`src/rtl/dil_pkg.sv`:
```
`timescale 1ns/1ps
package dil_pkg;
    // Ordering mode picked at each input-cycle boundary
    typedef enum logic [1:0] {
        MODE_ALT    = 2'd0,
        MODE_REPEAT = 2'd1,
        MODE_NEGATE = 2'd2,
        MODE_STUFF  = 2'd3
    } mode_e;

    // Phase of the output pair
    typedef enum logic [1:0] {
        PH_IDLE   = 2'd0,
        PH_FIRST  = 2'd1,
        PH_SECOND = 2'd2
    } phase_e;

    localparam int NUM_MODES = 4;
endpackage

```
`src/rtl/dil_mode_decode.sv`:
```
`timescale 1ns/1ps
module dil_mode_decode
    import dil_pkg::*;
(
    input  logic [NUM_MODES-1:0] sel,
    output mode_e                mode
);
    // Exactly one select high picks its mode; anything else falls back to alternation
    logic [$clog2(NUM_MODES+1)-1:0] high_count;
    logic                           one_hot;

    always_comb begin
        high_count = '0;
        for (int i = 0; i < NUM_MODES; i++) begin
            high_count = high_count + {{($bits(high_count)-1){1'b0}}, sel[i]};
        end
        one_hot = (high_count == 1);
    end

    always_comb begin
        mode = MODE_ALT;
        if (one_hot) begin
            unique case (1'b1)
                sel[0]:  mode = MODE_ALT;
                sel[1]:  mode = MODE_REPEAT;
                sel[2]:  mode = MODE_NEGATE;
                sel[3]:  mode = MODE_STUFF;
                default: mode = MODE_ALT;
            endcase
        end
    end
endmodule

```
`src/rtl/dil_pair_gen.sv`:
```
`timescale 1ns/1ps
module dil_pair_gen
    import dil_pkg::*;
#(
    parameter int W = 14
) (
    input  logic [W-1:0] a_word,
    input  logic [W-1:0] b_word,
    input  mode_e        mode,
    output logic [W-1:0] first_word,
    output logic [W-1:0] second_word
);
    // Offset binary: midscale is the top bit alone, mirror image is the complement
    localparam logic [W-1:0] MIDSCALE = {1'b1, {(W-1){1'b0}}};

    assign first_word = a_word;

    always_comb begin
        unique case (mode)
            MODE_ALT:    second_word = b_word;
            MODE_REPEAT: second_word = a_word;
            MODE_NEGATE: second_word = ~a_word;
            MODE_STUFF:  second_word = MIDSCALE;
            default:     second_word = b_word;
        endcase
    end
endmodule

```
`src/rtl/dil_phase_fsm.sv`:
```
`timescale 1ns/1ps
module dil_phase_fsm
    import dil_pkg::*;
(
    input  logic   clk,
    input  logic   rst_n,
    input  logic   sleep,
    output phase_e phase,
    output logic   capture
);
    phase_e phase_nxt;

    // State register
    always_ff @(posedge clk or negedge rst_n) begin
        if (!rst_n) begin
            phase <= PH_IDLE;
        end else begin
            phase <= phase_nxt;
        end
    end

    // Transitions; sleep is only looked at on a pair boundary
    always_comb begin
        phase_nxt = phase;
        capture   = 1'b0;
        unique case (phase)
            PH_IDLE: begin
                if (!sleep) begin
                    phase_nxt = PH_FIRST;
                    capture   = 1'b1;
                end
            end
            PH_FIRST: begin
                phase_nxt = PH_SECOND;
            end
            PH_SECOND: begin
                if (sleep) begin
                    phase_nxt = PH_IDLE;
                end else begin
                    phase_nxt = PH_FIRST;
                    capture   = 1'b1;
                end
            end
            default: begin
                phase_nxt = PH_IDLE;
            end
        endcase
    end
endmodule

```
`src/rtl/dac_interleaver.sv`:
```
`timescale 1ns/1ps
module dac_interleaver
    import dil_pkg::*;
#(
    parameter int W = 14
) (
    input  logic         clk,
    input  logic         rst_n,
    input  logic [W-1:0] port_a,
    input  logic [W-1:0] port_b,
    input  logic         sel_alt,
    input  logic         sel_repeat,
    input  logic         sel_negate,
    input  logic         sel_stuff,
    input  logic         sleep,
    output logic         take_input,
    output logic [W-1:0] ser_data,
    output logic         ser_second,
    output logic [W-1:0] lane_first,
    output logic [W-1:0] lane_second,
    output logic         lane_valid
);
    localparam logic [W-1:0] MIDSCALE = {1'b1, {(W-1){1'b0}}};

    logic [NUM_MODES-1:0] sel_vec;
    mode_e                mode;
    logic [W-1:0]         cand_first;
    logic [W-1:0]         cand_second;
    phase_e               phase;
    logic                 capture;
    logic [W-1:0]         first_q;
    logic [W-1:0]         second_q;

    assign sel_vec = {sel_stuff, sel_negate, sel_repeat, sel_alt};

    dil_mode_decode u_decode (
        .sel  (sel_vec),
        .mode (mode)
    );

    dil_pair_gen #(.W(W)) u_pair (
        .a_word      (port_a),
        .b_word      (port_b),
        .mode        (mode),
        .first_word  (cand_first),
        .second_word (cand_second)
    );

    dil_phase_fsm u_fsm (
        .clk     (clk),
        .rst_n   (rst_n),
        .sleep   (sleep),
        .phase   (phase),
        .capture (capture)
    );

    // Pair register: loads only on a boundary, so mid-pair changes never reach it
    always_ff @(posedge clk or negedge rst_n) begin
        if (!rst_n) begin
            first_q  <= MIDSCALE;
            second_q <= MIDSCALE;
        end else if (capture) begin
            first_q  <= cand_first;
            second_q <= cand_second;
        end
    end

    // Output process, decoded from the phase
    always_comb begin
        ser_data    = MIDSCALE;
        ser_second  = 1'b0;
        lane_first  = MIDSCALE;
        lane_second = MIDSCALE;
        lane_valid  = 1'b0;
        unique case (phase)
            PH_IDLE: begin
            end
            PH_FIRST: begin
                ser_data    = first_q;
                lane_first  = first_q;
                lane_second = second_q;
                lane_valid  = 1'b1;
            end
            PH_SECOND: begin
                ser_data    = second_q;
                ser_second  = 1'b1;
                lane_first  = first_q;
                lane_second = second_q;
                lane_valid  = 1'b1;
            end
            default: begin
            end
        endcase
    end

    assign take_input = capture;
endmodule

```
`config.mk`:
```
export PLATFORM = sky130hd
export DESIGN_NAME = dac_interleaver
export DESIGN_NICKNAME = d
export VERILOG_FILES = /design/src/rtl/dil_pkg.sv /design/src/rtl/dil_mode_decode.sv /design/src/rtl/dil_pair_gen.sv /design/src/rtl/dil_phase_fsm.sv /design/src/rtl/dac_interleaver.sv
export SDC_FILE = /design/constraint.sdc
export NUM_CORES = 1
export LEC_CHECK = 0
export ABC_AREA = 1
export BUFFER_PORTS_ARGS = -buffer_cell sky130_fd_sc_hd__buf_4
export CAP_MARGIN = 15
export CORE_MARGIN = 2
export CORE_UTILIZATION = 50
export CTS_CLUSTER_DIAMETER = 100
export CTS_CLUSTER_SIZE = 8
export DETAILED_ROUTE_END_ITERATION = 12
export PLACE_DENSITY = 0.82
export SLEW_MARGIN = 40
export SYNTH_ARGS = -nofsm -noshare
export SYNTH_HDL_FRONTEND = slang
export SYNTH_HIERARCHICAL = 1
export SYNTH_SLANG_ARGS = --single-unit
```
`constraint.sdc`:
```
create_clock -name clk -period 1.7 [get_ports clk]
set_input_delay 0.17 -clock clk [delete_from_list [all_inputs] [get_ports clk]]
set_output_delay 0.17 -clock clk [all_outputs]
set_load 0.005 [all_outputs]
```
# ---- After elaboration in Yosys (flattened, before gate mapping)
# Cells that the tools add are included.
dict set report word_totals {
  ff_bits 30
  input_bits 35
  output_inout_bits 45
  elab_cells 31
}
dict set report classes {
  add_sub_neg 3
  n_eq_ne 7
  muxes 13
  n_bitwise 1
  reduce_logical 4
}
# operator count
set op_table {}
lappend op_table {{$pmux 14 s4} 1}
lappend op_table {{$mux 14} 2}
lappend op_table {{$pmux 14 s2} 1}
lappend op_table {{$not 14->14} 1}
lappend op_table {{$pmux 2 s3} 2}
lappend op_table {{$add 3x1->3} 2}
lappend op_table {{$eq 2x2->1 const B} 3}
lappend op_table {{$mux 1} 5}
lappend op_table {{$eq 2x1->1 const B} 2}
lappend op_table {{$logic_not 2->1} 2}
lappend op_table {{$mux 2} 2}
lappend op_table {{$reduce_or 2->1} 2}
lappend op_table {{$eq 3x1->1 const B} 1}
lappend op_table {{$add 1x1->2} 1}
lappend op_table {{$ne 2x2->1 const B} 1}

# ---- Longest topological paths before layout
dict set report logic_depth {
  ltp_word 7
  mapped_depth 15
  mapped_depth_nobuf 14
}

# ---- Modules after synthesis
# The synthesis kept the hierarchy.
# module instances cells_per_inst area_each_um2 seq_area_each_um2
set by_module_without_submodules {}
lappend by_module_without_submodules {dac_interleaver 1 202 1575.3 703.2}
lappend by_module_without_submodules {dil_pair_gen 1 102 500.5 0.0}
lappend by_module_without_submodules {dil_mode_decode 1 15 96.3 0.0}
lappend by_module_without_submodules {dil_phase_fsm 1 6 67.6 50.0}

# ---- Worst setup path after synthesis
# Ideal clock, no wire load.
dict set report synth_timing {
  kind {input port to flip-flop}
  from {input sel_alt}
  to {register second_q[0]}
  setup_ns 0.128
  arrival_ns 2.049
  required_ns 1.572
  setup_slack_ns -0.476
  path_stages 14
  path_buffers 1
  path_cell_list {inv_1 -> fa_1 -> inv_1 -> ha_1 -> ha_1 -> inv_1 -> nand3_2 -> nor2_1 -> buf_2 -> nand2_1 -> nand2_1 -> nor2_2 -> nand2_1 -> o21ai_0}
}
dict set report synth_between {
  elab_chain_cells 7
  word_cells_on_any_way 10
  classes_between {add/sub (3); eq/ne (4); mux (2); reduce/logical (1)}
}
# item line
set synth_rtl {}
lappend synth_rtl {{from (decl)} dac_interleaver.sv:11} ;# input logic sel_alt,
lappend synth_rtl {{$add 1x1->2 *} dil_mode_decode.sv:15} ;# high_count = high_count + {{($bits(high_count)-1){1'b0}}, sel[i]};
lappend synth_rtl {{$add 3x1->3 * (2 in a row)} dil_mode_decode.sv:15}
lappend synth_rtl {{$eq 3x1->1 *} dil_mode_decode.sv:17} ;# one_hot = (high_count == 1);
lappend synth_rtl {{$mux 2 *} dil_mode_decode.sv:22} ;# if (one_hot) begin
lappend synth_rtl {{net mode[1]} dac_interleaver.sv:26} ;# mode_e mode;
lappend synth_rtl {{$eq 2x2->1 (tied with other cells)} dil_pair_gen.sv:19} ;# unique case (mode)
lappend synth_rtl {{$pmux 14 s4 *} dil_pair_gen.sv:19}
lappend synth_rtl {{net cand_second[0]} dac_interleaver.sv:28} ;# logic [W-1:0] cand_second;
lappend synth_rtl {{to (signal assigned)} dac_interleaver.sv:64} ;# second_q <= cand_second;
lappend synth_rtl {{to (decl)} dac_interleaver.sv:32} ;# logic [W-1:0] second_q;
# The timed path passes the listed nets; every way through them passes the cells marked *.
# A chain may end at the register's enable or synchronous reset.

# ---- Worst setup path in the final report
dict set report layout_timing {
  from {input sel_alt}
  to {register second_q[8]}
}
# The elaborated chain is that of the path after synthesis.

==> results.json <==
{
  "final-setup-viol-count": 14,
  "synth_xor_area_share_pct": 0,
  "synthFlopType": "dfrtp_1",
  "synth_mux_area_share_pct": 0,
  "fill_cells": 362,
  "crit_path_start_kind": "input port",
  "min_period_over_period_pct": 111,
  "tightest_slew_ps": 382,
  "synth_top_area_share_pct": 31.3,
  "seq_area_um2": 753,
  "grtUsageTotal_pct": 23.6,
  "yosys_warnings": 6,
  "min_path_type": "input port to register",
  "clockBufferDepth": 2,
  "async_reset_ff_share_pct": 100,
  "root_buffer": "clkbuf_8",
  "drc_errors": 0,
  "peakVddDrop_mv": 0.565,
  "drt-wirelength-per-cell_um": 12.9,
  "fmax_ghz": 0.530,
  "post_drt_via_cell_ratio": 4.93,
  "design_area_mm2": 0.00304,
  "synth_top_cells_by_area": "dfrtp_1, nand2_1, inv_1, nor2_1, nand3_1",
  "grt_max_degree": 58,
  "syn_nets": 366,
  "endpoint_kind": "register",
  "numCtsBuffers": 5,
  "nets": 437,
  "cap_violations": 0,
  "synth_cells": 325,
  "multi_input_area_mm2": 0.00114,
  "synth_edf_count": 0,
  "fin_ws_ps": -186,
  "rows": 24,
  "cts_tree": "done",
  "power.leakage_uw": 0.00166,
  "ys_ff_latch": 30,
  "die_area_mm2": 0.00503,
  "drive_gt1_share_pct": 39.3,
  "hold_depth": 2,
  "power_density_mw_per_mm2": 861,
  "violations": "negative setup slack",
  "r2r_cells": 5,
  "grt_overflow": 0,
  "path_max_fanout": 5,
  "start_util_pct": 51.8,
  "clock_sinks": 30,
  "dr_total_vias": 2214,
  "synth_simple_gate_area_share_pct": 33.6,
  "outcome": "finished, violations left",
  "synth_top_family_by_area": "simple AND/OR/NAND/NOR gates",
  "dr.pass1.iters": 4,
  "hold_viol": 0,
  "rsz0062_at_grt": "yes",
  "grt.met3_usage_pct": 3.13,
  "grt.busiest_layer": "met2",
  "tns_ps": -2260,
  "hold_path.startpoint": "sleep",
  "drv_slew": 0,
  "place_ws_ps": -518,
  "core_mm2": 0.00432,
  "clk-insertion-delay-late_ps": 270,
  "die_h_um": 70.9,
  "clk_pin_slew_worst_paths_ps": 60,
  "yosys-top-cells-count": "nand2_1, inv_1, nor2_1, dfrtp_1, nand3_1",
  "slew_headroom_pct": 74.6,
  "antenna_left": 0,
  "synth-compound-area-share_pct": 8.16,
  "arrival_ps": 2090,
  "htree_levels": 2,
  "yosysMostFrequentCell": "nand2_1",
  "min_to": "u_fsm/phase[0]",
  "synth.largest_area_cell": "dfrtp_1",
  "placed_area_mm2": 0.00281,
  "reg2reg_slack_ps": 500,
  "r2r-end": "first_q[0]",
  "syn_area_per_cell_um2": 6.89,
  "critPathKind": "input port to register",
  "grt_pass1_wl_um": 9530,
  "ys_seq_area_share_pct": 33.6,
  "antenna-diode-count": 0,
  "grt_pass1_vias": 2084,
  "grt_use_met2_pct": 39.6,
  "port_buffers": 79,
  "syn_area_mm2": 0.00224,
  "crit_path_start": "sel_alt",
  "area_growth_pct": 35.9,
  "wirelength_um": 5800,
  "fin_worst_skew_ps": 7.59,
  "hpwl_um": 4350,
  "timing.rr.start": "u_fsm/phase[0]",
  "drt_iter0_drc": 147,
  "antenna_found_initial": 0,
  "worstPathRequired_ps": 1910,
  "die_x_um": 70.9,
  "synth_cell_types": 20,
  "fin_crit_ps": 1890,
  "grt_use_met1_pct": 31.8,
  "synth_fa_ha_area_share_pct": 3.69,
  "place_congestion": 0.811,
  "ioPinCount": 80
}
## worst max path at each step
stage / to / slack [ps] / cells after the start
2_1_floorplan: second_q[1] / -280 / 15
3_3_place_gp: second_q[0] / -450 / 15
3_5_place_dp: second_q[0] / -520 / 16
4_1_cts: second_q[0] / -200 / 16
5_1_grt: second_q[8] / -270 / 16
6_report: second_q[8] / -190 / 16
## sequential cells by signal, summed over array words and instances, names as in the netlist
signal and flops:
first_q 14, u_fsm/phase 2, second_q 14
## per-layer routing
metal	part of all wire, %	wire [µm]
met1	42	2450
met3	6.7	386
met5	0	0
met2	50	2900
met4	1.2	68
## through the flow
step           cells  hold WS [ps]  total power, µW  util, %
3_3_place_gp     437           118             1930     65.0
6_report         449          67.7             2620     70.4
3_5_place_dp     437           115             1970     65.0
5_1_grt          449          83.1             2780     70.4
2_1_floorplan    325          -126             1570        -
4_1_cts          449          66.0             2600     69.6
## layout by cell type, fill, tap and decap left out
cell,synthesis,layout
buf_8,0,1
nor2_4,0,10
clkbuf_8,0,5
nand2_1,86,84
nor2_2,21,16
nand3_2,1,1
inv_2,3,5
inv_4,0,2
fa_1,1,1
inv_6,1,1
buf_16,0,1
ha_1,5,1
clkbuf_1,0,1
o21ai_2,10,10
o21ai_1,3,7
nand3_1,28,27
clkinv_2,0,2
nand3_4,0,1
inv_1,50,46
buf_4,17,85
dfrtp_1,28,28
nand2_2,1,2
ha_2,0,1
buf_12,0,2
buf_6,10,4
o21ai_0,16,12
inv_8,0,1
dlygate4sd3_1,0,1
nor2_1,38,33
ha_4,0,3
nand2_4,0,1
dfstp_2,2,2
## area by class of cell
cell class                 count  area share, %
multi-input combinational    210           37.6
timing repair buffer          94           25.5
sequential                    30           24.7
inverter                      54           7.15
clock buffer                   6           2.38
tap                           52           2.14
clock inverter                 2          0.329
timing repair inverter         1          0.206
## logic make-up after synthesis
group,Yosys count
simple gates,175
buf+inv,85
flops,30
compound gates,29
fa+ha+maj,6
## report_power, final
part,total [µW],switching [µW],internal [µW],leakage (µW)
combinational,1170,625,544,0.00125
clock,539,256,283,0.0000450
sequential,914,70.3,844,0.000363
total,2620,951,1670,0.00166
## worst max-delay path, stage by stage
cell	delay, ps
buf_8	80
inv_8	20
fa_1	520
inv_1	40
ha_2	190
ha_4	220
inv_4	50
nand3_4	80
nor2_4	110
inv_2	60
nand2_4	120
buf_12	140
nor2_2	40
nor2_2	90
nand2_1	90
o21ai_2	70
## repair_timing
action                                  4_1_cts  5_1_grt
endpoints found under the setup margin       48       45
buffers inserted                              1        0
cloned                                        2        0
pin swaps                                     6        6
hold buffers                                  1        0
gates resized for setup                      19       10
endpoints found under the hold margin        28        0
No activity file was read; power rests on OpenSTA's default activity.
